`config.mk`:
```
export PLATFORM = sky130hd
export DESIGN_NAME = sio_irq_unit
export DESIGN_NICKNAME = d
export VERILOG_FILES = /design/src/rtl/sio_irq_pkg.sv /design/src/rtl/sio_irq_flags.sv /design/src/rtl/sio_irq_gate.sv /design/src/rtl/sio_irq_prio.sv /design/src/rtl/sio_irq_unit.sv
export SDC_FILE = /design/constraint.sdc
export NUM_CORES = 1
export LEC_CHECK = 0
export BUFFER_PORTS_ARGS = -buffer_cell sky130_fd_sc_hd__buf_2
export CAP_MARGIN = 20
export CORE_MARGIN = 3
export CORE_UTILIZATION = 45
export DETAILED_ROUTE_END_ITERATION = 7
export PLACE_DENSITY = 0.83
export SLEW_MARGIN = 20
export SYNTH_ARGS = -nofsm -noshare
export SYNTH_HDL_FRONTEND = slang
export SYNTH_SLANG_ARGS = --single-unit
```
`constraint.sdc`:
```
create_clock -name clk_i -period 1.38 [get_ports clk_i]
set_input_delay 0.069 -clock clk_i [delete_from_list [all_inputs] [get_ports clk_i]]
set_output_delay 0.069 -clock clk_i [all_outputs]
set_load 0.02 [all_outputs]
```
`src/rtl/sio_irq_pkg.sv`:
```
package sio_irq_pkg;
  localparam int unsigned NUM_FLAGS = 6;
  localparam int unsigned PRIO_W    = 3;
  localparam int unsigned F_TXE = 0;
  localparam int unsigned F_RXF = 1;
  localparam int unsigned F_DR  = 2;
  localparam int unsigned F_ERR = 3;
  localparam int unsigned F_BRK = 4;
  localparam int unsigned F_OVR = 5;

  typedef enum logic [PRIO_W-1:0] {
    PRIO_NONE = 3'd0,
    PRIO_ERR  = 3'd1,
    PRIO_RX   = 3'd2,
    PRIO_BRK  = 3'd3,
    PRIO_TX   = 3'd4
  } prio_e;

  typedef struct packed {
    logic eri;
    logic rxi;
    logic bri;
    logic txi;
  } req_t;
endpackage

```
`src/rtl/sio_irq_flags.sv`:
```
module sio_irq_flags
  import sio_irq_pkg::*;
#(
  parameter int unsigned NF = NUM_FLAGS
) (
  input  logic          clk_i,
  input  logic          rst_ni,
  input  logic [NF-1:0] set_i,
  input  logic          rd_i,
  input  logic          wr_i,
  input  logic [NF-1:0] wr_data_i,
  input  logic [NF-1:0] ack_i,
  output logic [NF-1:0] flag_o
);
  logic [NF-1:0] arm_q;

  for (genvar k = 0; k < NF; k++) begin : g_flag
    logic clr;
    assign clr = (wr_i & ~wr_data_i[k] & arm_q[k]) | ack_i[k];

    always_ff @(posedge clk_i or negedge rst_ni) begin
      if (!rst_ni) begin
        flag_o[k] <= 1'b0;
        arm_q[k]  <= 1'b0;
      end else begin
        flag_o[k] <= set_i[k] | (flag_o[k] & ~clr);
        if (rd_i)     arm_q[k] <= flag_o[k];
        else if (clr) arm_q[k] <= 1'b0;
      end
    end


    set_sticky_chk: assert property (@(posedge clk_i) disable iff (!rst_ni)
      set_i[k] |=> flag_o[k]);

    unread_keep_chk: assert property (@(posedge clk_i) disable iff (!rst_ni)
      (flag_o[k] && wr_i && !arm_q[k] && !ack_i[k]) |=> flag_o[k]);

    ack_clear_chk: assert property (@(posedge clk_i) disable iff (!rst_ni)
      (ack_i[k] && !set_i[k]) |=> !flag_o[k]);
  end
endmodule

```
`src/rtl/sio_irq_gate.sv`:
```
module sio_irq_gate
  import sio_irq_pkg::*;
(
  input  logic                 clk_i,
  input  logic                 rst_ni,
  input  logic [NUM_FLAGS-1:0] flag_i,
  input  logic                 en_tx_i,
  input  logic                 en_rx_i,
  input  logic                 en_err_i,
  input  logic                 async_i,
  output req_t                 req_o
);
  logic rx_side_en;
  assign rx_side_en = en_rx_i | en_err_i;

  always_comb begin
    req_o.txi = en_tx_i & flag_i[F_TXE];
    // data-ready only counts in async mode
    req_o.rxi = en_rx_i & (flag_i[F_RXF] | (flag_i[F_DR] & async_i));
    req_o.bri = rx_side_en & (flag_i[F_BRK] | flag_i[F_OVR]);
    req_o.eri = rx_side_en & flag_i[F_ERR];
  end


  rx_gate_chk: assert property (@(posedge clk_i) disable iff (!rst_ni)
    !en_rx_i |-> !req_o.rxi);

  err_gate_chk: assert property (@(posedge clk_i) disable iff (!rst_ni)
    (!en_rx_i && !en_err_i) |-> !(req_o.eri || req_o.bri));

  tx_gate_chk: assert property (@(posedge clk_i) disable iff (!rst_ni)
    !flag_i[F_TXE] |-> !req_o.txi);
endmodule

```
`src/rtl/sio_irq_prio.sv`:
```
module sio_irq_prio
  import sio_irq_pkg::*;
(
  input  logic              clk_i,
  input  logic              rst_ni,
  input  req_t              req_i,
  output logic [PRIO_W-1:0] prio_o
);
  prio_e prio_d;

  always_comb begin
    if (req_i.eri)      prio_d = PRIO_ERR;
    else if (req_i.rxi) prio_d = PRIO_RX;
    else if (req_i.bri) prio_d = PRIO_BRK;
    else if (req_i.txi) prio_d = PRIO_TX;
    else                prio_d = PRIO_NONE;
  end

  always_ff @(posedge clk_i or negedge rst_ni) begin
    if (!rst_ni) prio_o <= PRIO_NONE;
    else         prio_o <= prio_d;
  end


  prio_range_chk: assert property (@(posedge clk_i) disable iff (!rst_ni)
    prio_o <= 3'd4);

  prio_err_chk: assert property (@(posedge clk_i) disable iff (!rst_ni)
    req_i.eri |=> (prio_o == 3'd1));

  prio_idle_chk: assert property (@(posedge clk_i) disable iff (!rst_ni)
    (req_i == '0) |=> (prio_o == 3'd0));
endmodule

```
`src/rtl/sio_irq_unit.sv`:
```
module sio_irq_unit
  import sio_irq_pkg::*;
(
  input  logic                 clk_i,
  input  logic                 rst_ni,
  input  logic [NUM_FLAGS-1:0] set_i,
  input  logic                 rd_i,
  input  logic                 wr_i,
  input  logic [NUM_FLAGS-1:0] wr_data_i,
  input  logic                 en_tx_i,
  input  logic                 en_rx_i,
  input  logic                 en_err_i,
  input  logic                 async_i,
  input  logic                 dma_ack_rx_i,
  input  logic                 dma_ack_tx_i,
  output logic [NUM_FLAGS-1:0] stat_o,
  output logic                 txi_o,
  output logic                 rxi_o,
  output logic                 bri_o,
  output logic                 eri_o,
  output logic [PRIO_W-1:0]    prio_o,
  output logic                 dma_rx_req_o,
  output logic                 dma_tx_req_o
);
  logic [NUM_FLAGS-1:0] ack_vec;
  req_t                 req;

  always_comb begin
    ack_vec        = '0;
    ack_vec[F_TXE] = dma_ack_tx_i;
    ack_vec[F_RXF] = dma_ack_rx_i;
  end

  sio_irq_flags #(.NF(NUM_FLAGS)) u_flags (
    .clk_i, .rst_ni, .set_i, .rd_i, .wr_i, .wr_data_i,
    .ack_i(ack_vec), .flag_o(stat_o)
  );

  sio_irq_gate u_gate (
    .clk_i, .rst_ni, .flag_i(stat_o), .en_tx_i, .en_rx_i, .en_err_i,
    .async_i, .req_o(req)
  );

  sio_irq_prio u_prio (
    .clk_i, .rst_ni, .req_i(req), .prio_o
  );

  assign txi_o        = req.txi;
  assign rxi_o        = req.rxi;
  assign bri_o        = req.bri;
  assign eri_o        = req.eri;
  assign dma_tx_req_o = req.txi;
  assign dma_rx_req_o = en_rx_i & stat_o[F_RXF];


  dma_rx_route_chk: assert property (@(posedge clk_i) disable iff (!rst_ni)
    dma_rx_req_o |-> rxi_o);

  dma_ack_drop_chk: assert property (@(posedge clk_i) disable iff (!rst_ni)
    (dma_ack_rx_i && !set_i[F_RXF]) |=> !dma_rx_req_o);
endmodule

```
# ---- Yosys cells after proc, flatten, opt, wreduce, memory -nomap -nowiden
# Index checks and enable logic that the tools add are counted.
dict set report totals {
  reg_bits 15
  in_bits 22
  output_inout_bits 15
  word_cells 82
}
dict set report op_classes {
  muxes 16
  bitwise 47
  reduce_logical 6
}
# operator count
set ops {}
lappend ops {{1-bit AND} 24}
lappend ops {{1-bit 2-to-1 mux} 12}
lappend ops {{3-bit 2-to-1 mux} 4}
lappend ops {{1-bit inverter} 12}
lappend ops {{2-bit nonzero test} 6}
lappend ops {{1-bit bitwise OR} 11}

# ---- Logic depth before layout (Yosys ltp)
# Gate-level depths: netlist of the first run.
dict set report logic_depth {
  ltp_word 7
  ltp_mapped 3
  mapped_depth_nobuf 3
}

# ---- Modules after synthesis
# Synthesis of the first run repeated with hierarchy kept, for this count alone.
dict set report unflattened {
  cells_unflattened 71
  hier_area_um2 800.8
}
# mod n_inst cells_each area_each_um2 seq_area_each_um2
set modules_own_cells {}
lappend modules_own_cells {sio_irq_flags 1 55 639.4 300.3}
lappend modules_own_cells {sio_irq_prio 1 8 110.1 75.1}
lappend modules_own_cells {sio_irq_gate 1 5 33.8 0.0}
lappend modules_own_cells {sio_irq_unit 1 3 17.5 0.0}

# ---- Worst setup path before layout of the first run
# No wires, ideal clock.
dict set report synth_path {
  path_type {flip-flop to flip-flop}
  start {register u_flags.flag_o[2]}
  end {register u_prio.prio_o[0]}
  setup_ns 0.138
  arrival_ns 0.983
  required_time_ns 1.242
  path_slack_ns 0.260
  stages_incl_launch_ff 4
  n_path_buf 0
  synth_period_minus_slack_ns 1.120
  cell_sequence {dfrtp_1 -> a21oi_1 -> nor2b_2 -> o21ai_0}
}
dict set report synth_via {
  elab_chain_cells 5
}
# element line
set synth_lines {}
lappend synth_lines {{from (decl)} sio_irq_flags.sv:13} ;# output logic [NF-1:0] flag_o
lappend synth_lines {{from (signal, indexed assignment)} sio_irq_flags.sv:26} ;# flag_o[k] <= set_i[k] | (flag_o[k] & ~clr);
lappend synth_lines {{1-bit AND} sio_irq_gate.sv:19} ;# req_o.rxi = en_rx_i & (flag_i[F_RXF] | (flag_i[F_DR] & async_i));
lappend synth_lines {{1-bit bitwise OR} sio_irq_gate.sv:19}
lappend synth_lines {{1-bit AND} sio_irq_gate.sv:19}
lappend synth_lines {{via rxi_o} sio_irq_unit.sv:18} ;# output logic rxi_o,
lappend synth_lines {{3-bit 2-to-1 mux} sio_irq_prio.sv:13} ;# else if (req_i.rxi) prio_d = PRIO_RX;
lappend synth_lines {{3-bit 2-to-1 mux} sio_irq_prio.sv:12} ;# if (req_i.eri) prio_d = PRIO_ERR;
lappend synth_lines {{via u_prio.prio_d[0]} sio_irq_prio.sv:9} ;# prio_e prio_d;
lappend synth_lines {{to (signal assigned)} sio_irq_prio.sv:21} ;# else prio_o <= prio_d;
lappend synth_lines {{to (decl)} sio_irq_prio.sv:7} ;# output logic [PRIO_W-1:0] prio_o
# The timed path passes the listed nets, and every way through them passes these cells.
# A chain may end at the register's enable or synchronous reset.

# ---- Worst setup path in the final report of the first run
dict set report layout_path {
  start {register u_flags.flag_o[4]}
  end {output port bri_o}
}
dict set report layout_via {
  elab_chain_cells 2
}
# element line
set layout_lines {}
lappend layout_lines {{1-bit bitwise OR} sio_irq_gate.sv:20} ;# req_o.bri = rx_side_en & (flag_i[F_BRK] | flag_i[F_OVR]);
lappend layout_lines {{1-bit AND} sio_irq_gate.sv:20}
lappend layout_lines {{to (decl)} sio_irq_unit.sv:19} ;# output logic bri_o,
# Every way passes these cells.

==> impl_metrics.yaml, run 1 <==
floorplan:
  die-area_um2: 1970
  dieHeight_um: 44.4
  core_area_um2: 1330
  initial_core_util_pct: 49.6
  die_w_um: 44.4
  pin_count: 37
  core.rowCount: 13
pwr:
  ir_drop_v: 0.000592
  switchingPower_uw: 265
  clkPwrFrac_pct: 25.7
  p_comb_share_pct: 21.9
  pwr-share-seq_pct: 52.4
  p_int_uw: 677
  pwr_density_cell_nw_per_um2: 977
  swShare_pct: 28.2
  p_leak_nw: 0.477
final_layout:
  layout_commonest_cell: "buf_2"
  layout.cells.non_filler: 126
  area_growth_pct: 45.7
  num_antenna_cells: 0
  layout_common_cells: "buf_2 (36), dfrtp_1 (15), o21ai_0 (9), nand2_1 (9), dlygate4sd3_1 (9)"
  layout.nets: 134
  layout-drive-gt1-share_pct: 37.8
timing:
  timing.fmax_ghz: 0.797
  worst_slew_pin_slew_ns: 0.328
  relSlewSlack_pct: 78.1
  setup_violations: 0
  hold_viol_final: 0
  clock_skew_ns: 0.000525
  post-route-min-period_ns: 1.25
  setup-tns-final_ns: 0
  layout_worst_path_cycle_share_pct: 90.9
  rsz0062_at_grt: "false"
  slew_viol_final: 0
synth:
  ys_types: 20
  ys_warn_count: 0
  ys_seq_area_share_pct: 56.7
  synth_area_per_cell_um2: 10.3
  synth_cells: 64
  ys_seq_elements: 15
  synth_fp_nets: 86
  syn_area_um2: 662
clock_network:
  numCtsBuffers: 3
  clk_pin_slew_ns: 0.08
  cts.sinks: 15
  clockBufferDepth: 2
  htreeDepth: 1
  cts_tree: "yes"
  clock_latency_ns: 0.27
  cts-root-buf: "clkbuf_4"
route:
  ant_nets: 0
  drc: 0
  wl_mm: 1.63
  firstDrtPassIters: 4
  vias_per_cell: 5.11
  dr_total_vias: 644
  wl_per_cell_um: 12.9
  drt_iter0_drc: 8
global_routing:
  grt_max_degree: 16
  antenna_found_initial: 0
  grt_overflow: 0
  first_global_vias: 642
  grt_pass1_wl_mm: 2.72
  track_usage_pct: 19.4
place:
  hpwl_mm: 1.24
  place_inst: 113
  gp_congestion: 0.773
  io_buffers: 36
setup_path:
  path_class: "flip-flop to primary output"
  worst-path-max-fanout: 4
  cp_data_arrival_time_ns: 1.19
  start_kind: "flip-flop"
  required_ns: 1.31
  crit_path_end_kind: "primary output"
min_path:
  hp-class: "input port to flip-flop"
flow_run:
  cap_violations: 0
run_status:
  status: "finished clean"
-- power groups by stage --
stage,registers [mW],clock network (mW),logic (mW)
global route,0.499,0.276,0.229
finish,0.494,0.242,0.207
detailed placement,0.503,0,0.187
global placement,0.500,0,0.183
CTS,0.494,0.250,0.207
floorplan,0.522,0,0.0826
-- metal layers --
metal | up-vias | share of wire (%) | track usage [%] | routed length [µm]
met2 | 25 | 48 | 31.4 | 775
li1 | 313 | - | - | -
met1 | 304 | 44 | 24.4 | 712
met3 | 2 | 7.5 | 4.47 | 122
met5 | - | 0 | 0 | 0
met4 | 0 | 1.2 | 9.04 | 19
-- worst paths after layout --
check	end	startpoint	depth (start not counted)	slack (ns)
min in group asynchronous	u_flags.flag_o[0]	rst_ni	2	0.21
max in group asynchronous	u_flags.arm_q[4]	rst_ni	2	0.92
worst max-delay path	bri_o	u_flags.flag_o[4]	3	0.13
worst min-delay path	u_flags.flag_o[2]	wr_data_i[2]	3	0.11
worst max register to register	u_prio.prio_o[1]	u_flags.flag_o[4]	3	0.36
worst min register to register	u_flags.flag_o[2]	u_flags.flag_o[2]	1	0.53
-- per-stage QoR --
| step | worst slack [ns] | utilization (%) | cell area [µm²] | total power [mW] | hold WS, ns |
|---|---|---|---|---|---|
| 2_1_floorplan | 0.260 | - | 662 | 0.604 | -0.227 |
| 3_3_place_gp | 0.445 | 63.6 | 848 | 0.683 | -0.0127 |
| 3_5_place_dp | 0.384 | 63.6 | 848 | 0.690 | -0.0155 |
| 4_1_cts | 0.127 | 72.3 | 965 | 0.951 | 0.0974 |
| 5_1_grt | 0.0514 | 72.3 | 965 | 1.00 | 0.111 |
| 6_report | 0.125 | 72.3 | 965 | 0.943 | 0.106 |
-- cells by family after synthesis --
kind of cell           after synthesis  share of synthesized area [%]
buffers and inverters                9                           5.86
AOI/OAI and AO/OA                   21                           21.4
and+or+nand+nor                     19                           16.1
DFF                                 15                           56.7
-- Yosys cell counts --
| cell | number | area share [%] |
|---|---|---|
| a31o_1 | 2 | 2.6 |
| nor2b_2 | 1 | 1.3 |
| o41ai_2 | 1 | 2.5 |
| o22ai_1 | 1 | 0.95 |
| and2b_1 | 1 | 1.1 |
| nand3b_1 | 4 | 4.5 |
| a21o_1 | 4 | 4.5 |
| and2b_2 | 1 | 1.3 |
| inv_1 | 7 | 4.0 |
| a21oi_1 | 1 | 0.76 |
| and2_1 | 2 | 1.9 |
| nor3_1 | 1 | 0.76 |
| nand2_1 | 9 | 5.1 |
| buf_4 | 1 | 1.1 |
| dfrtp_1 | 15 | 57 |
| o41ai_1 | 1 | 1.3 |
| o21ai_0 | 9 | 6.8 |
| clkbuf_2 | 1 | 0.76 |
| o21ai_1 | 1 | 0.76 |
| o21a_1 | 1 | 1.1 |
-- critical path: stages (launching register included) --
cell and delay [ns]:
dfrtp_1 0.42, o22ai_1 0.23, inv_1 0.10, buf_2 0.17
-- final cells by class --
type | count | area (µm²)
Clock buffer | 4 | 26.3
Inverter | 7 | 26.3
Multi-Input combinational cell | 40 | 248
Sequential cell | 15 | 375
Timing Repair Buffer | 45 | 270
Fill cell | 94 | 369
Tap cell | 15 | 18.8
-- timing repair --
action / in CTS / in global routing
buffers inserted: 0 / 0
gates resized for setup: 0 / 0
hold buffers: 9 / 0
endpoints found under the hold margin: 23 / 0
setup endpoints to repair: 0 / 0
-- registers in the layout, indices dropped and copies added, names as in the netlist --
signal	flops
u_prio.prio_o	3
u_flags.flag_o	6
u_flags.arm_q	6
No activity file was read; power rests on OpenSTA's default activity.
==> run 2: changes to the inputs <==
CORE_UTILIZATION = 37   (was 45)
PLACE_DENSITY = 0.73   (was 0.83)
clock period = 1.1 ns   (was 1.38 ns; I/O delays follow)
==> run 2 against run 1 <==
  * Final cell count rose by 15%
  * The flow now finishes with violations (setup timing)
  * Sequential power grew 25%
  * Sequential cell count stayed put
  * Cell area rose by 14%
  * Via count is 4.8% higher
  * First-iteration DRC count is 63% higher
==> impl_metrics.yaml, run 2 (same netlist as run 1, synthesis figures left out) <==
route:
  drt_iter0_drc: 13
  drc: 0
  firstDrtPassIters: 4
  vias_per_cell: 4.66
  dr_total_vias: 675
  wl_per_cell_um: 11.9
  ant_nets: 0
  wl_mm: 1.73
place:
  io_buffers: 36
  gp_congestion: 0.813
  hpwl_mm: 1.15
  dpl_worst_slack_ns: 0.112
  place_inst: 122
  placed_cell_area_um2: 861
global_routing:
  track_usage_pct: 16.5
  grt_max_degree: 16
  antenna_found_initial: 0
  first_global_vias: 611
  grt_pass1_wl_mm: 2.64
  grt_overflow: 0
timing:
  clock_skew_ns: 0.00817
  setup-tns-final_ns: -0.0609
  worst_slew_pin_slew_ns: 0.330
  post-route-min-period_ns: 1.16
  slew_viol_final: 0
  relSlewSlack_pct: 78.0
  whs_ns: 0.0728
  setup_violations: 1
  hold_viol_final: 0
  layout_worst_path_cycle_share_pct: 106
  rsz0062_at_grt: "true"
  timing.fmax_ghz: 0.861
  setup_ws_ns: -0.0609
floorplan:
  die_w_um: 48.3
  die-area_um2: 2330
  core.rowCount: 14
  initial_core_util_pct: 41.5
  core_area_um2: 1590
  pin_count: 37
  dieHeight_um: 48.3
clock_network:
  numCtsBuffers: 3
  clockBufferDepth: 2
  clk_pin_slew_ns: 0.09
  clock_latency_ns: 0.28
  cts-root-buf: "clkbuf_4"
  htreeDepth: 1
  cts.sinks: 15
  cts_tree: "yes"
run_status:
  failed_checks: "setup timing"
  status: "finished with violations"
setup_path:
  r2r_end: "u_prio.prio_o[1]"
  start_kind: "flip-flop"
  cp_data_arrival_time_ns: 1.11
  crit_path_end_kind: "primary output"
  worst-path-max-fanout: 2
  r2r-start: "u_flags.flag_o[5]"
  worst-r2r-setup-slack_ns: 0.01
  required_ns: 1.04
  r2r_cells: 4
  path_class: "flip-flop to primary output"
final_layout:
  layout_common_cells: "buf_2 (32), dfrtp_1 (14), buf_4 (11)"
  area_growth_pct: 66.7
  fin_area_um2: 1100
  layout.cells.non_filler: 145
  layout-drive-gt1-share_pct: 49.6
  utilization_pct: 69.2
  layout.nets: 144
  largestRegisters: "u_flags.arm_q: 6 flops, u_flags.flag_o: 6 flops, u_prio.prio_o: 3 flops"
  num_antenna_cells: 0
  fill_cells: 121
  layout_commonest_cell: "buf_2"
pwr:
  p_leak_nw: 0.539
  ir_drop_v: 0.00110
  p_total_mw: 1.25
  pwr_density_cell_nw_per_um2: 1130
flow_run:
  cap_violations: 0
min_path:
  min_to: "u_flags.arm_q[2]"
  hp-class: "input port to flip-flop"
  worstHoldPathCells: 3
  hp-start: "wr_data_i[2]"
-- run 2: repair_timing --
item / 4_1_cts / 5_1_grt
endpoints found under the hold margin: 23 / 0
pin swaps: 2 / 0
buffers inserted: 8 / 2
hold buffers: 9 / 0
setup endpoints to repair: 5 / 7
resized for setup: 7 / 6
-- run 2: where the power goes --
part	internal [mW]	switching, mW
clock	0.135	0.170
combinational	0.163	0.161
sequential	0.594	0.0252
total	0.892	0.357
-- run 2: final cells by class --
| type | instances | area [µm²] | area share [%] |
|---|---|---|---|
| inverter | 7 | 26.3 | 2.38 |
| multi-input combinational | 40 | 277 | 25.1 |
| clock inverter | 1 | 5.00 | 0.454 |
| clock buffer | 3 | 22.5 | 2.04 |
| timing repair buffer | 55 | 367 | 33.2 |
| sequential | 15 | 377 | 34.1 |
| tap | 24 | 30.0 | 2.72 |
-- run 2: worst max-delay path by stage --
| stage | from | endpoint | slack (ns) | cells past startpoint |
|---|---|---|---|---|
| 6_report | u_flags.flag_o[5] | bri_o | -0.06 | 3 |
| 5_1_grt | u_flags.flag_o[5] | bri_o | -0.11 | 3 |
| 4_1_cts | u_flags.flag_o[5] | bri_o | -0.05 | 3 |
| 3_5_place_dp | u_flags.flag_o[4] | u_prio.prio_o[1] | 0.11 | 3 |
| 3_3_place_gp | u_flags.flag_o[4] | u_prio.prio_o[1] | 0.16 | 3 |
| 2_1_floorplan | u_flags.flag_o[1] | u_prio.prio_o[0] | 0.006 | 3 |
-- run 2: worst max-delay path, stage by stage (launching register included) --
cell and delay (ns):
dfrtp_1 0.41, o22ai_2 0.22, inv_2 0.07, buf_6 0.13
-- run 2: layer usage --
layer  part of all wire, %  up-vias  track usage (%)
li1                      -      331                -
met1                    48      312             23.0
met2                    43       30             24.7
met3                   8.5        2             5.54
met5                     0        -                0
met4                  0.98        0             3.76
